## config.mk

```make
export PLATFORM = sky130hd
export DESIGN_NAME = crc_unit
export DESIGN_NICKNAME = d
export VERILOG_FILES = /design/src/rtl/crc_pkg.sv /design/src/rtl/crc_in_shape.sv /design/src/rtl/crc_byte_step.sv /design/src/rtl/crc_out_shape.sv /design/src/rtl/crc_unit.sv
export SDC_FILE = /design/constraint.sdc
export NUM_CORES = 1
export LEC_CHECK = 0
export BUFFER_PORTS_ARGS = -buffer_cell sky130_fd_sc_hd__buf_2
export CORE_ASPECT_RATIO = 0.7
export CORE_MARGIN = 2
export CORE_UTILIZATION = 50
export CTS_CLUSTER_DIAMETER = 60
export CTS_CLUSTER_SIZE = 30
export DETAILED_ROUTE_END_ITERATION = 12
export GPL_TIMING_DRIVEN = 0
export PLACE_DENSITY = 0.68
export SLEW_MARGIN = 20
export SYNTH_ARGS = -nofsm -noshare
export SYNTH_HDL_FRONTEND = slang
export SYNTH_HIERARCHICAL = 1
export SYNTH_SLANG_ARGS = --single-unit
```

## constraint.sdc

```tcl
create_clock -name clk -period 9.5 [get_ports clk]
set_input_delay 0.95 -clock clk [delete_from_list [all_inputs] [get_ports clk]]
set_output_delay 0.95 -clock clk [all_outputs]
set_load 0.02 [all_outputs]
```

## src/rtl/crc_pkg.sv

```systemverilog
package crc_pkg;

  typedef enum logic [1:0] {
    POLY_CCITT = 2'd0,
    POLY_CRC8  = 2'd1,
    POLY_CRC16 = 2'd2,
    POLY_CRC32 = 2'd3
  } poly_e;

  typedef enum logic [1:0] {
    WR_BYTE  = 2'd0,
    WR_HALF  = 2'd1,
    WR_WORD  = 2'd2,
    WR_WORD2 = 2'd3
  } wr_width_e;

  function automatic logic [5:0] poly_width(input logic [1:0] sel);
    case (poly_e'(sel))
      POLY_CRC8:  return 6'd8;
      POLY_CRC32: return 6'd32;
      default:    return 6'd16;
    endcase
  endfunction

  function automatic logic [31:0] poly_value(input logic [1:0] sel);
    case (poly_e'(sel))
      POLY_CCITT: return 32'h0000_1021;
      POLY_CRC8:  return 32'h0000_0007;
      POLY_CRC16: return 32'h0000_8005;
      default:    return 32'h04C1_1DB7;
    endcase
  endfunction

  // Left shift that aligns a polynomial-width value to bit 31.
  function automatic logic [5:0] poly_shift(input logic [1:0] sel);
    return 6'd32 - poly_width(sel);
  endfunction

  function automatic logic [31:0] poly_mask(input logic [1:0] sel);
    return 32'hFFFF_FFFF >> poly_shift(sel);
  endfunction

endpackage

```

## src/rtl/crc_in_shape.sv

```systemverilog
module crc_in_shape #(
  parameter int DATA_W = 32
) (
  input  logic [DATA_W-1:0] word_in,
  input  logic              rev_en,
  input  logic              inv_en,
  output logic [DATA_W-1:0] word_out
);

  localparam int NBYTES = DATA_W / 8;

  for (genvar g = 0; g < NBYTES; g++) begin : g_byte
    logic [7:0] raw, mirrored;
    assign raw = word_in[g*8 +: 8];
    always_comb begin
      for (int i = 0; i < 8; i++) mirrored[i] = raw[7-i];
    end
    assign word_out[g*8 +: 8] = (rev_en ? mirrored : raw) ^ {8{inv_en}};
  end

endmodule

```

## src/rtl/crc_byte_step.sv

```systemverilog
module crc_byte_step
  import crc_pkg::*;
(
  input  logic [31:0] state_in,
  input  logic [7:0]  data_byte,
  input  logic [1:0]  poly_sel,
  output logic [31:0] state_out
);

  logic [5:0]  sh;
  logic [31:0] gen_top;
  logic [31:0] acc;

  // Work top-aligned so every polynomial width shares one shift chain.
  always_comb begin
    sh      = poly_shift(poly_sel);
    gen_top = poly_value(poly_sel) << sh;
    acc     = (state_in << sh) ^ {data_byte, 24'h0};
    for (int i = 0; i < 8; i++) begin
      acc = acc[31] ? ((acc << 1) ^ gen_top) : (acc << 1);
    end
    state_out = acc >> sh;
  end

endmodule

```

## src/rtl/crc_out_shape.sv

```systemverilog
module crc_out_shape
  import crc_pkg::*;
(
  input  logic [31:0] state_in,
  input  logic [1:0]  poly_sel,
  input  logic        rev_en,
  input  logic        inv_en,
  output logic [31:0] crc_out
);

  logic [31:0] mirrored;
  logic [31:0] mask;
  logic [31:0] picked;

  always_comb begin
    for (int i = 0; i < 32; i++) mirrored[i] = state_in[31-i];
    mask    = poly_mask(poly_sel);
    picked  = rev_en ? (mirrored >> poly_shift(poly_sel)) : (state_in & mask);
    crc_out = picked ^ (inv_en ? mask : 32'h0);
  end

endmodule

```

## src/rtl/crc_unit.sv

```systemverilog
module crc_unit
  import crc_pkg::*;
#(
  parameter int DATA_W = 32
) (
  input  logic              clk,
  input  logic              rst_n,
  input  logic [1:0]        poly_sel,
  input  logic [1:0]        width_sel,
  input  logic              in_rev,
  input  logic              in_inv,
  input  logic              out_rev,
  input  logic              out_inv,
  input  logic              seed_wr,
  input  logic [31:0]       seed_data,
  input  logic              restart,
  input  logic              data_valid,
  input  logic [DATA_W-1:0] data_in,
  output logic              data_ready,
  output logic              busy,
  output logic [31:0]       crc_out
);

  localparam int NBYTES = DATA_W / 8;
  localparam int CNT_W  = $clog2(NBYTES) + 1;

  logic [31:0]       state_q, state_d;
  logic [31:0]       seed_q;
  logic [DATA_W-1:0] word_q, word_d;
  logic [CNT_W-1:0]  left_q, left_d;
  logic [DATA_W-1:0] shaped;
  logic [7:0]        step_byte;
  logic [31:0]       step_state;
  logic              load, accept, run_en;
  logic [CNT_W-1:0]  nbytes;

  crc_in_shape #(.DATA_W(DATA_W)) i_in_shape (
    .word_in  (data_in),
    .rev_en   (in_rev),
    .inv_en   (in_inv),
    .word_out (shaped)
  );

  crc_byte_step i_step (
    .state_in  (state_q),
    .data_byte (step_byte),
    .poly_sel  (poly_sel),
    .state_out (step_state)
  );

  crc_out_shape i_out_shape (
    .state_in (state_q),
    .poly_sel (poly_sel),
    .rev_en   (out_rev),
    .inv_en   (out_inv),
    .crc_out  (crc_out)
  );

  assign busy       = (left_q != '0);
  assign load       = seed_wr | restart;
  assign data_ready = ~busy & ~load;
  assign accept     = data_valid & data_ready;
  assign step_byte  = busy ? word_q[7:0] : shaped[7:0];
  assign run_en     = load | busy | accept;

  always_comb begin
    case (wr_width_e'(width_sel))
      WR_BYTE: nbytes = CNT_W'(1);
      WR_HALF: nbytes = CNT_W'(2);
      default: nbytes = CNT_W'(NBYTES);
    endcase
  end

  // Next state: seed write beats restart beats byte processing.
  always_comb begin
    state_d = state_q;
    word_d  = word_q;
    left_d  = left_q;
    if (seed_wr) begin
      state_d = seed_data & poly_mask(poly_sel);
      left_d  = '0;
    end else if (restart) begin
      state_d = seed_q & poly_mask(poly_sel);
      left_d  = '0;
    end else if (busy) begin
      state_d = step_state;
      word_d  = word_q >> 8;
      left_d  = left_q - CNT_W'(1);
    end else if (accept) begin
      state_d = step_state;
      word_d  = shaped >> 8;
      left_d  = nbytes - CNT_W'(1);
    end
  end

  always_ff @(posedge clk or negedge rst_n) begin
    if (!rst_n) begin
      state_q <= '0;
      word_q  <= '0;
      left_q  <= '0;
    end else if (run_en) begin
      state_q <= state_d;
      word_q  <= word_d;
      left_q  <= left_d;
    end
  end

  always_ff @(posedge clk or negedge rst_n) begin
    if (!rst_n)       seed_q <= '0;
    else if (seed_wr) seed_q <= seed_data;
  end

endmodule

```

==> results of run 1 <==
==> cell usage after synthesis, types with 6 or more instances <==
cell / count
xnor3_1: 6
nand2_1: 140
mux2i_1: 110
a2bb2oi_1: 12
ha_1: 9
and2_1: 8
clkbuf_1: 41
buf_6: 11
a22oi_1: 6
a21o_1: 20
inv_1: 16
buf_2: 34
a22o_1: 9
mux2_2: 41
nor2_1: 91
dfrtp_1: 91
a21oi_1: 49
nor3_1: 10
xor2_1: 34
nor2b_1: 8
o22ai_1: 17
xnor2_1: 161
nand3_1: 56
a32oi_1: 18
buf_1: 7
nand2b_1: 7
o21ai_0: 88
and3_1: 8
a211oi_1: 10
==> how the worst max path moves through the flow <==
stage / end / slack (ns)
detailed placement: state_q[5]$_DFFE_PN0P_ / 2.53
CTS: state_q[5]$_DFFE_PN0P_ / 2.88
global route: state_q[5]$_DFFE_PN0P_ / 2.44
floorplan: state_q[7]$_DFFE_PN0P_ / 3.70
global placement: state_q[5]$_DFFE_PN0P_ / 2.58
finish: state_q[5]$_DFFE_PN0P_ / 2.69
==> metal layers <==
metal / track usage, % / vias to the layer above / routed length, um
li1: - / 4521 / -
met1: 49.7 / 4717 / 16300
met2: 44.4 / 591 / 13700
met3: 11.1 / 56 / 4810
met4: 8.72 / 0 / 769
met5: 0 / - / 0
==> layout make-up <==
type | count | area, um2
fill | 1845 | 8500
clock buffer | 9 | 225
multi-input combinational | 1010 | 7240
buffer | 103 | 579
tap | 270 | 338
sequential | 91 | 2280
clock inverter | 7 | 67.6
timing repair buffer | 105 | 554
inverter | 19 | 71.3
==> kinds of logic after synthesis <==
family                   count (synthesis)  share of synthesized area (%)
adder cells (fa/ha/maj)                  9                           1.11
AND/OR/NAND/NOR                        362                           16.7
XOR/XNOR                               208                           19.6
flip-flops                              91                           22.4
buffers and inverters                  122                           6.40
AO/OA/AOI/OAI                          276                           17.9
multiplexers                           155                           16.0
==> placed cells by master, fill, tap and decap left out, drive strengths merged, types with 4 or more instances in the layout <==
master	netlist	layout
a211oi	10	10
a21o	20	20
a21oi	52	52
a22o	10	10
a22oi	6	6
a2bb2oi	12	12
a32oi	18	18
and2	9	9
and3	8	8
and4	4	4
buf	60	165
clkbuf	43	52
dfrtp	91	91
ha	9	9
inv	18	22
mux2	45	45
mux2i	110	110
nand2	144	144
nand2b	8	8
nand3	56	56
nor2	92	92
nor2b	8	8
nor3	12	12
o211ai	5	5
o21a	4	4
o21ai	92	92
o221ai	4	4
o22ai	17	17
o32ai	4	4
or2	6	6
xnor2	163	163
xnor3	6	6
xor2	37	37
==> power breakdown <==
group          switching [mW]  internal (mW)
registers               0.141          0.453
clock network           0.174          0.185
logic                    1.48           1.01
==> worst register-to-register path, delay by kind of cell, from the launching register on <==
family	cells	cell delay, ns
AOI/OAI and AO/OA	4	0.94
xor gates and xnor gates	4	1.91
muxes	3	0.74
buffers and inverters	3	0.68
and+or+nand+nor	6	1.61
DFF	1	0.45
==> state kept, by name, indices dropped and copies added (netlist names) <==
name	cells
state_q	32
word_q	24
seed_q	32
left_q	3
==> metrics.yaml, run 1 <==
status: "complete, no violations"
clock-root-buffer: "clkbuf_16"
initial_utilization_pct: 51.2
avgSynthCellArea_um2: 8.31
power.density_nw_per_um2: 304
worst-path-stages: 22
rrSetupSlack_ns: 3.03
firstDrtPassIters: 6
cts_made_buffers: 9
yosys_warnings: 6
synth_largest_area_cell: "dfrtp_1"
grt.total_usage_pct: 33.1
placed_cell_area_um2: 11100
synth-seq-cells: 91
yosysTopAreaCellShare_pct: 22.4
overflow: 0
leakage_nw: 4.79
hp-class: "input pin to asynchronous set/reset pin"
drive_above_1_share_pct: 18.8
holdWs_ns: 0.442
final_hold_viol_count: 0
vias: 9885
synth.distinct_cells: 83
finalSetupTns_ns: 0
syn-cell-area_um2: 10200
crit_buf_inv: 4
antenna_found_initial: 0
ir_drop_mv: 0.144
finClkSkew_ns: 0.00854
async_flop_share_pct: 100
period_needed_ns: 6.81
post_cts_resized: 0
routed_wl_um: 35600
r2r-start: "left_q[1]$_DFFE_PN0P_"
fp.dieH_um: 123
critical_path_class: "input pin to flop"
crit_start: "poly_sel[1]"
final_antenna_net_count: 0
drc_errors: 0
dpl.hpwl_um: 27800
wl_per_cell_um: 22.0
timing.rr.end: "state_q[5]$_DFFE_PN0P_"
setup_viol: 0
fmax_mhz: 147
grt_pass1_vias: 8932
dp_cells: 1598
end_kind: "flop"
core-area_um2: 19900
syn_inst: 1223
worstMarginPinSlew_ns: 0.801
nets: 1425
port_buffers: 104
slew_headroom_pct: 46.4
power.total_mw: 3.45
cp_top_family: "XOR/XNOR gates"
period_share_pct: 71.7
crit_chain: "buf_2 > inv_1 > ha_1 > buf_6 > mux2_4 > a221oi_4 > mux2i_1 > xor2_1 > a22oi_1 > o211ai_1 > nand2_1 > nor3_2 > or2_1 > buf_2 > nand2_1 > xnor3_1 > xor2_1 > o311ai_1 > and4_1 > mux2i_1 > o21ai_0 > mux2_2"
n_antenna_cell: 0
ys_seq_area_share_pct: 22.4
crit_fanout: 8
place_congestion: 1.04
synth_nets: 1309
clock_path_buffers: 2
setup_slack_ns: 2.69
post-place-ws_ns: 2.53
synth_ff_type: "dfrtp_1"
clkSlewWorstSetupHoldPaths_ns: 0.07
postCtsSetupBuffers: 0
drt_iter0_drc: 1315
die_w_um: 174
cts_tree: "yes"
io_pins: 111
clkSinkCount: 91
maxCapViolations: 0
hold_buffers: 0
worstSkewPairLatency_ns: 0.36
cp-start-kind: "input pin"
crit_slowest_cell: "xor2_1"
dieArea_um2: 21500
slowest_delay_ns: 0.67
fin_cells: 1614
fp-row-count: 43
post_drt_via_cell_ratio: 6.12
area_growth_pct: 11.7
synth_area_leaders: "dfrtp_1 22%, xnor2_1 14%, mux2i_1 11%"
h-tree-depth: 3
synth_edf_count: 0
grt_first_pass_wirelength_um: 53500
utilization_pct: 57.2
fin_area_um2: 11400
worstPathRequired_ns: 9.75
grt_max_degree: 66
rsz0062_at_grt: "false"
cp.arrival_ns: 7.06
reg2reg_depth: 20
slew_violations: 0
Note: power is estimated with default switching activity, not from simulation.
==> run 2: changes to the inputs <==
==> constraint.sdc (replaced) <==
create_clock -name clk -period 6.3 [get_ports clk]
set_input_delay 0.63 -clock clk [delete_from_list [all_inputs] [get_ports clk]]
set_output_delay 0.63 -clock clk [all_outputs]
set_load 0.02 [all_outputs]
==> run 2 against run 1 <==
Against the previous run:
- largest power group unchanged
- clock power increased by 50%
- sequential share of layout area decreased by 0.15 points
- utilization increased by 0.43 points
==> metrics.yaml, run 2 (same netlist as run 1, synthesis figures left out) <==
reg2reg_depth: 21  # +5.0%
clock-root-buffer: "clkbuf_16"
dpl.hpwl_um: 27800  # unchanged
holdWs_ns: 0.123  # -0.319 ns
post-place-ws_ns: -0.353  # -2.88 ns
setup_viol: 0  # unchanged
hold_buffers: 0  # unchanged
n_antenna_cell: 0  # unchanged
power.density_nw_per_um2: 462  # +52%
h-tree-depth: 3  # unchanged
period_share_pct: 96.1
overflow: 0  # unchanged
final.fill_count: 1837  # -0.43%
maxCapViolations: 0  # unchanged
mostFrequentLayoutCells: "159 x xnor2_1, 140 x nand2_1, 137 x buf_2"
initial_utilization_pct: 51.2  # unchanged
slew_headroom_pct: 47.3  # +0.86 points
cp.arrival_ns: 6.31  # -0.75 ns
clkSlewWorstSetupHoldPaths_ns: 0.07  # about the same
finClkSkew_ns: 0.00842  # -0.000121 ns
core-area_um2: 19900  # unchanged
fp.dieH_um: 123  # unchanged
cp_common_cell: "buf_6"
end_kind: "flop"
post_drt_via_cell_ratio: 6.14  # +0.19%
drive_above_1_share_pct: 19.4  # +0.69 points
slew_violations: 0  # unchanged
finalSetupTns_ns: 0  # unchanged
clkSinkCount: 91  # unchanged
drt_iter0_drc: 1326  # +0.84%
fmax_mhz: 165
critical_path_class: "input pin to flop"
dp_cells: 1598  # unchanged
final_common_cell: "xnor2_1"
cts_tree: "yes"
area_growth_pct: 12.5
antenna_found_initial: 0  # unchanged
grt.total_usage_pct: 33.1  # unchanged
routed_wl_um: 35700  # +0.25%
slowest_delay_ns: 0.51  # -0.16 ns
ir_drop_mv: 0.234  # +62%
cp-start-kind: "input pin"
fp-row-count: 43  # unchanged
vias: 9928  # +0.44%
wl_per_cell_um: 22.0  # about the same
cts_made_buffers: 9  # unchanged
dieArea_um2: 21500  # unchanged
clock_path_buffers: 2  # unchanged
crit_fanout: 10  # +2
place_congestion: 1.04  # unchanged
nets: 1429  # +0.28%
rsz0062_at_grt: "false"
period_needed_ns: 6.05
io_pins: 111  # unchanged
grt_max_degree: 66  # unchanged
worstMarginPinSlew_ns: 0.787  # -0.0136 ns
crit_chain: "buf_2 > inv_1 > ha_1 > buf_6 > mux2_4 > a221o_2 > xor2_4 > xor3_1 > xnor3_1 > a21oi_4 > nor2b_1 > xor2_1 > xnor3_1 > o21a_2 > or2_1 > buf_6 > buf_6 > o22ai_1 > mux2i_1 > o221ai_1 > mux2i_1 > o21ai_0 > mux2_2"
setup_slack_ns: 0.247  # -2.45 ns
fin_cells: 1618  # +0.25%
status: "complete, no violations"
grt_first_pass_wirelength_um: 53500  # unchanged
crit_slowest_cell: "xnor3_1"
drc_errors: 0  # unchanged
leakage_nw: 4.83  # +0.80%
grt_pass1_vias: 8932  # unchanged
die_w_um: 174  # unchanged
port_buffers: 104  # unchanged
worstPathRequired_ns: 6.55  # -3.20 ns
reg_top3: "seed_q x32, state_q x32, word_q x24"
final_antenna_net_count: 0  # unchanged
final_hold_viol_count: 0  # unchanged
worstSkewPairLatency_ns: 0.36  # about the same
hp-class: "input pin to asynchronous set/reset pin"
power.total_mw: 5.28  # +53%
firstDrtPassIters: 5  # -1
-- run 2: cell count changes in the layout (fill, tap and decap cells not counted) --
cell	before	now
buf_4	4	8
xnor2_1	161	159
xnor2_2	2	4
xor2_1	34	32
a21oi_2	3	2
a21oi_4	0	1
nor2b_1	8	7
nor2b_2	0	1
nor3_1	10	9
nor3_2	1	2
xor2_2	1	2
xor2_4	2	3
-- run 2: per-stage QoR --
stage	utilization (%)	instance area [um2]
floorplan	-	10200
global placement	55.5	11000
detailed placement	55.7	11100
CTS	57.2	11400
global route	57.6	11400
finish	57.6	11400
-- run 2: where the power goes --
group / switching (mW) / internal (mW)
registers: 0.213 / 0.684
logic: 2.27 / 1.57
clock network: 0.262 / 0.279
total: 2.74 / 2.54
-- run 2: path summary, 6_finish.rpt --
| path | start | to | slack [ns] |
|---|---|---|---|
| max in group asynchronous | rst_n | seed_q[27]$_DFFE_PN0P_ | 5.58 |
| min in group clk | seed_data[1] | seed_q[1]$_DFFE_PN0P_ | 0.50 |
| worst max register to register | left_q[1]$_DFFE_PN0P_ | state_q[2]$_DFFE_PN0P_ | 0.31 |
| worst max-delay path | poly_sel[1] | state_q[2]$_DFFE_PN0P_ | 0.25 |
| worst min-delay path | rst_n | word_q[21]$_DFFE_PN0P_ | 0.12 |
| worst min register to register | seed_q[10]$_DFFE_PN0P_ | seed_q[10]$_DFFE_PN0P_ | 0.50 |
-- run 2: worst max-delay path, delay by kind of cell --
family	cells	cell delay [ns]
AO/OA/AOI/OAI	6	1.47
XOR/XNOR	5	1.81
adder cells (fa/ha/maj)	1	0.20
buffers and inverters	5	0.73
multiplexers	4	1.11
AND/OR/NAND/NOR	2	0.35
-- run 2: area by class of cell --
class,instances,area [um2],area share [%]
inverters,19,71.3,0.623
flip-flops and latches,91,2280,19.9
clock inverters,7,67.6,0.591
clock buffers,9,225,1.97
plain buffers,103,579,5.06
multi-input cells,1010,7300,63.8
well taps,270,338,2.95
repair buffers,109,584,5.11
-- run 2: metal layers --
| layer | track usage (%) | wire length, um |
|---|---|---|
| met5 | 0 | 0 |
| met3 | 11.1 | 4740 |
| met2 | 44.4 | 13800 |
| met1 | 49.7 | 16300 |
| met4 | 8.72 | 782 |
-- run 2: timing repair --
item,CTS,global route
resized for setup,0,8
setup buffers,0,4
endpoints found under the setup margin,0,12
==> run 3: changes to the inputs <==
--- a/config.mk
+++ b/config.mk
@@ -13,7 +13,9 @@
 export CTS_CLUSTER_SIZE = 30
 export DETAILED_ROUTE_END_ITERATION = 12
 export GPL_TIMING_DRIVEN = 0
+export HOLD_SLACK_MARGIN = 0.02
 export PLACE_DENSITY = 0.68
+export RECOVER_POWER = 100
 export SLEW_MARGIN = 20
 export SYNTH_ARGS = -nofsm -noshare
 export SYNTH_HDL_FRONTEND = slang
==> constraint.sdc (replaced) <==
create_clock -name clk -period 7.65 [get_ports clk]
set_input_delay 0.765 -clock clk [delete_from_list [all_inputs] [get_ports clk]]
set_output_delay 0.765 -clock clk [all_outputs]
set_load 0.02 [all_outputs]
==> run 3 against run 2 <==
Against the previous run:
- the flow now finishes with violations (capacitance limit, slew limit)
- via count down 0.71%
- clock skew about the same
- critical path depth down 3
- combinational power down 20%
- flip-flop and latch count unchanged
- sequential power down 18%
- total power down 19%
- cell count down 0.25%
- clock-buffer cell count unchanged
- critical path type is now flop to flop
- sequential share of layout area up 0.37 points
- non-clock buffer count down 4
- global-route usage unchanged
==> metrics.yaml, run 3 (same netlist as run 1, synthesis figures left out) <==
fp.dieH_um: 123  # unchanged
drt_iter0_drc: 1268  # -4.4%
post_drt_via_cell_ratio: 6.11  # -0.46%
timing.rr.end: "state_q[5]$_DFFE_PN0P_"
grt_first_pass_wirelength_um: 53500  # unchanged
cp.arrival_ns: 7.07  # +0.76 ns
rrSetupSlack_ns: 0.83  # +0.52 ns
drive_above_1_share_pct: 14.7  # -4.8 points
cp_top_family: "XOR/XNOR gates"
reg2reg_depth: 20  # -4.8%
finClkSkew_ns: 0.00841  # -0.0000166 ns
regArea_um2: 2280  # unchanged
finalSetupTns_ns: 0  # unchanged
cts_tree: "yes"
cts_made_buffers: 9  # unchanged
slew_violations: 66  # +66
area_growth_pct: 10.5
multi_input_area_um2: 7220  # -1.0%
h-tree-depth: 3  # unchanged
crit_slowest_cell: "xor2_1"
dpl.hpwl_um: 27800  # unchanged
leakage_nw: 4.63  # -4.1%
hold_start: "seed_q[10]$_DFFE_PN0P_"
maxCapViolations: 1  # +1
drc_errors: 0  # unchanged
worstMarginPinSlew_ns: 3.53  # +2.75 ns
ir_drop_mv: 0.179  # -24%
final_hold_viol_count: 0  # unchanged
worstPathRequired_ns: 7.90  # +1.35 ns
end_kind: "flop"
r2r-start: "left_q[1]$_DFFE_PN0P_"
fmax_mhz: 147
core-area_um2: 19900  # unchanged
seq_power_share_pct: 17.3  # +0.3 points
placed_cell_area_um2: 11100  # unchanged
power.density_nw_per_um2: 380  # -18%
initial_utilization_pct: 51.2  # unchanged
swShare_pct: 52.4  # +0.38 points
firstDrtPassIters: 5  # unchanged
nets: 1425  # -0.28%
fin_area_um2: 11200  # -1.8%
violations: "capacitance limit, slew limit"
hp-class: "flop to flop"
period_needed_ns: 6.82
vias: 9858  # -0.71%
slowest_delay_ns: 0.66  # +0.15 ns
final_common_cell: "xnor2_1"
p_sw_mw: 2.24  # -18%
status: "complete, but fails checks"
slew_headroom_pct: -136  # -180 points
period_share_pct: 89.2
min_path_cells: 1
internal_power_mw: 2.04  # -20%
wl_per_cell_um: 22.0  # -0.20%
grt_max_degree: 66  # unchanged
mostFrequentLayoutCells: "161 x xnor2_1, 141 x nand2_1, 110 x mux2i_1"
crit_buf_inv: 3  # -2
grt_pass1_vias: 8932  # unchanged
overflow: 0  # unchanged
clkSinkCount: 91  # unchanged
dieArea_um2: 21500  # unchanged
crit_chain: "nor3_1 > inv_1 > clkbuf_1 > mux2_1 > xor2_4 > xor2_1 > a22oi_1 > o211ai_1 > nand2_1 > nor3_2 > or2_1 > buf_2 > nand2_1 > xnor3_1 > xor2_1 > o311ai_1 > and4_1 > mux2i_1 > o21ai_0 > mux2_2"
clock_path_buffers: 2  # unchanged
hold_buffers: 0  # unchanged
antenna_found_initial: 0  # unchanged
final_antenna_net_count: 0  # unchanged
worstSkewPairLatency_ns: 0.36  # about the same
setup_viol: 0  # unchanged
clkSlewWorstSetupHoldPaths_ns: 0.07  # about the same
hold_end: "seed_q[10]$_DFFE_PN0P_"
power.total_mw: 4.27  # -19%
rsz0062_at_grt: "false"
io_pins: 111  # unchanged
final.fill_count: 1886  # +2.7%
die_w_um: 174  # unchanged
critical_path_class: "flop to flop"
crit_fanout: 10  # unchanged
place_congestion: 1.04  # unchanged
routed_wl_um: 35500  # -0.44%
post_cts_resized: 0  # unchanged
grt.total_usage_pct: 33.1  # unchanged
postCtsSetupBuffers: 0  # unchanged
combPwrFrac_pct: 72.3  # -0.5 points
port_buffers: 104  # unchanged
n_antenna_cell: 0  # unchanged
clock-root-buffer: "clkbuf_16"
reg_top3: "seed_q x32, state_q x32, word_q x24"
cp-start-kind: "flop"
fp-row-count: 43  # unchanged
clkPwrFrac_pct: 10.4  # +0.2 points
## run 3: per-stage QoR
stage | utilization (%) | cells | worst slack [ns] | hold slack, ns
2_1_floorplan | - | 1223 | 2.03 | 0.466
3_3_place_gp | 55.5 | 1597 | 0.914 | 0.486
3_5_place_dp | 55.7 | 1598 | 0.862 | 0.489
4_1_cts | 57.2 | 1614 | 1.22 | 0.261
5_1_grt | 56.6 | 1614 | 0.442 | 0.526
6_report | 56.6 | 1614 | 0.828 | 0.491
## run 3: layout make-up
class,instances,area share (%)
Buffer,103,4.80
Clock inverter,7,0.602
Clock buffer,9,2.01
Timing Repair Buffer,105,4.38
Sequential cell,91,20.3
Inverter,19,0.635
Multi-Input combinational cell,1010,64.3
Tap cell,270,3.01
## run 3: per-layer routing
metal  share of wire, %  wire [um]  up-vias  global-route usage [%]
met5                  0          0        -                       0
met4                2.3        808        0                    8.72
met3                 13       4780       64                    11.1
met2                 38      13600      576                    44.4
met1                 46      16300     4693                    49.7
li1                   -          -     4525                       -
## run 3: worst max path at each step
stage,depth (start not counted),start,to,slack [ns]
after floorplan,21,poly_sel[1],state_q[7]$_DFFE_PN0P_,2.03
after global placement,22,poly_sel[1],state_q[5]$_DFFE_PN0P_,0.91
after detailed placement,22,poly_sel[1],state_q[5]$_DFFE_PN0P_,0.86
after CTS,22,poly_sel[1],state_q[5]$_DFFE_PN0P_,1.22
after global routing,20,left_q[1]$_DFFE_PN0P_,state_q[5]$_DFFE_PN0P_,0.44
final,20,left_q[1]$_DFFE_PN0P_,state_q[5]$_DFFE_PN0P_,0.83
## run 3: power by group through the flow
stage	clock [mW]	combinational [mW]	sequential (mW)
final	0.444	3.09	0.737
after global routing	0.472	3.25	0.739
after CTS	0.451	2.99	0.722
after detailed placement	0	2.97	0.733
after global placement	0	2.97	0.729
after floorplan	0	2.26	0.638
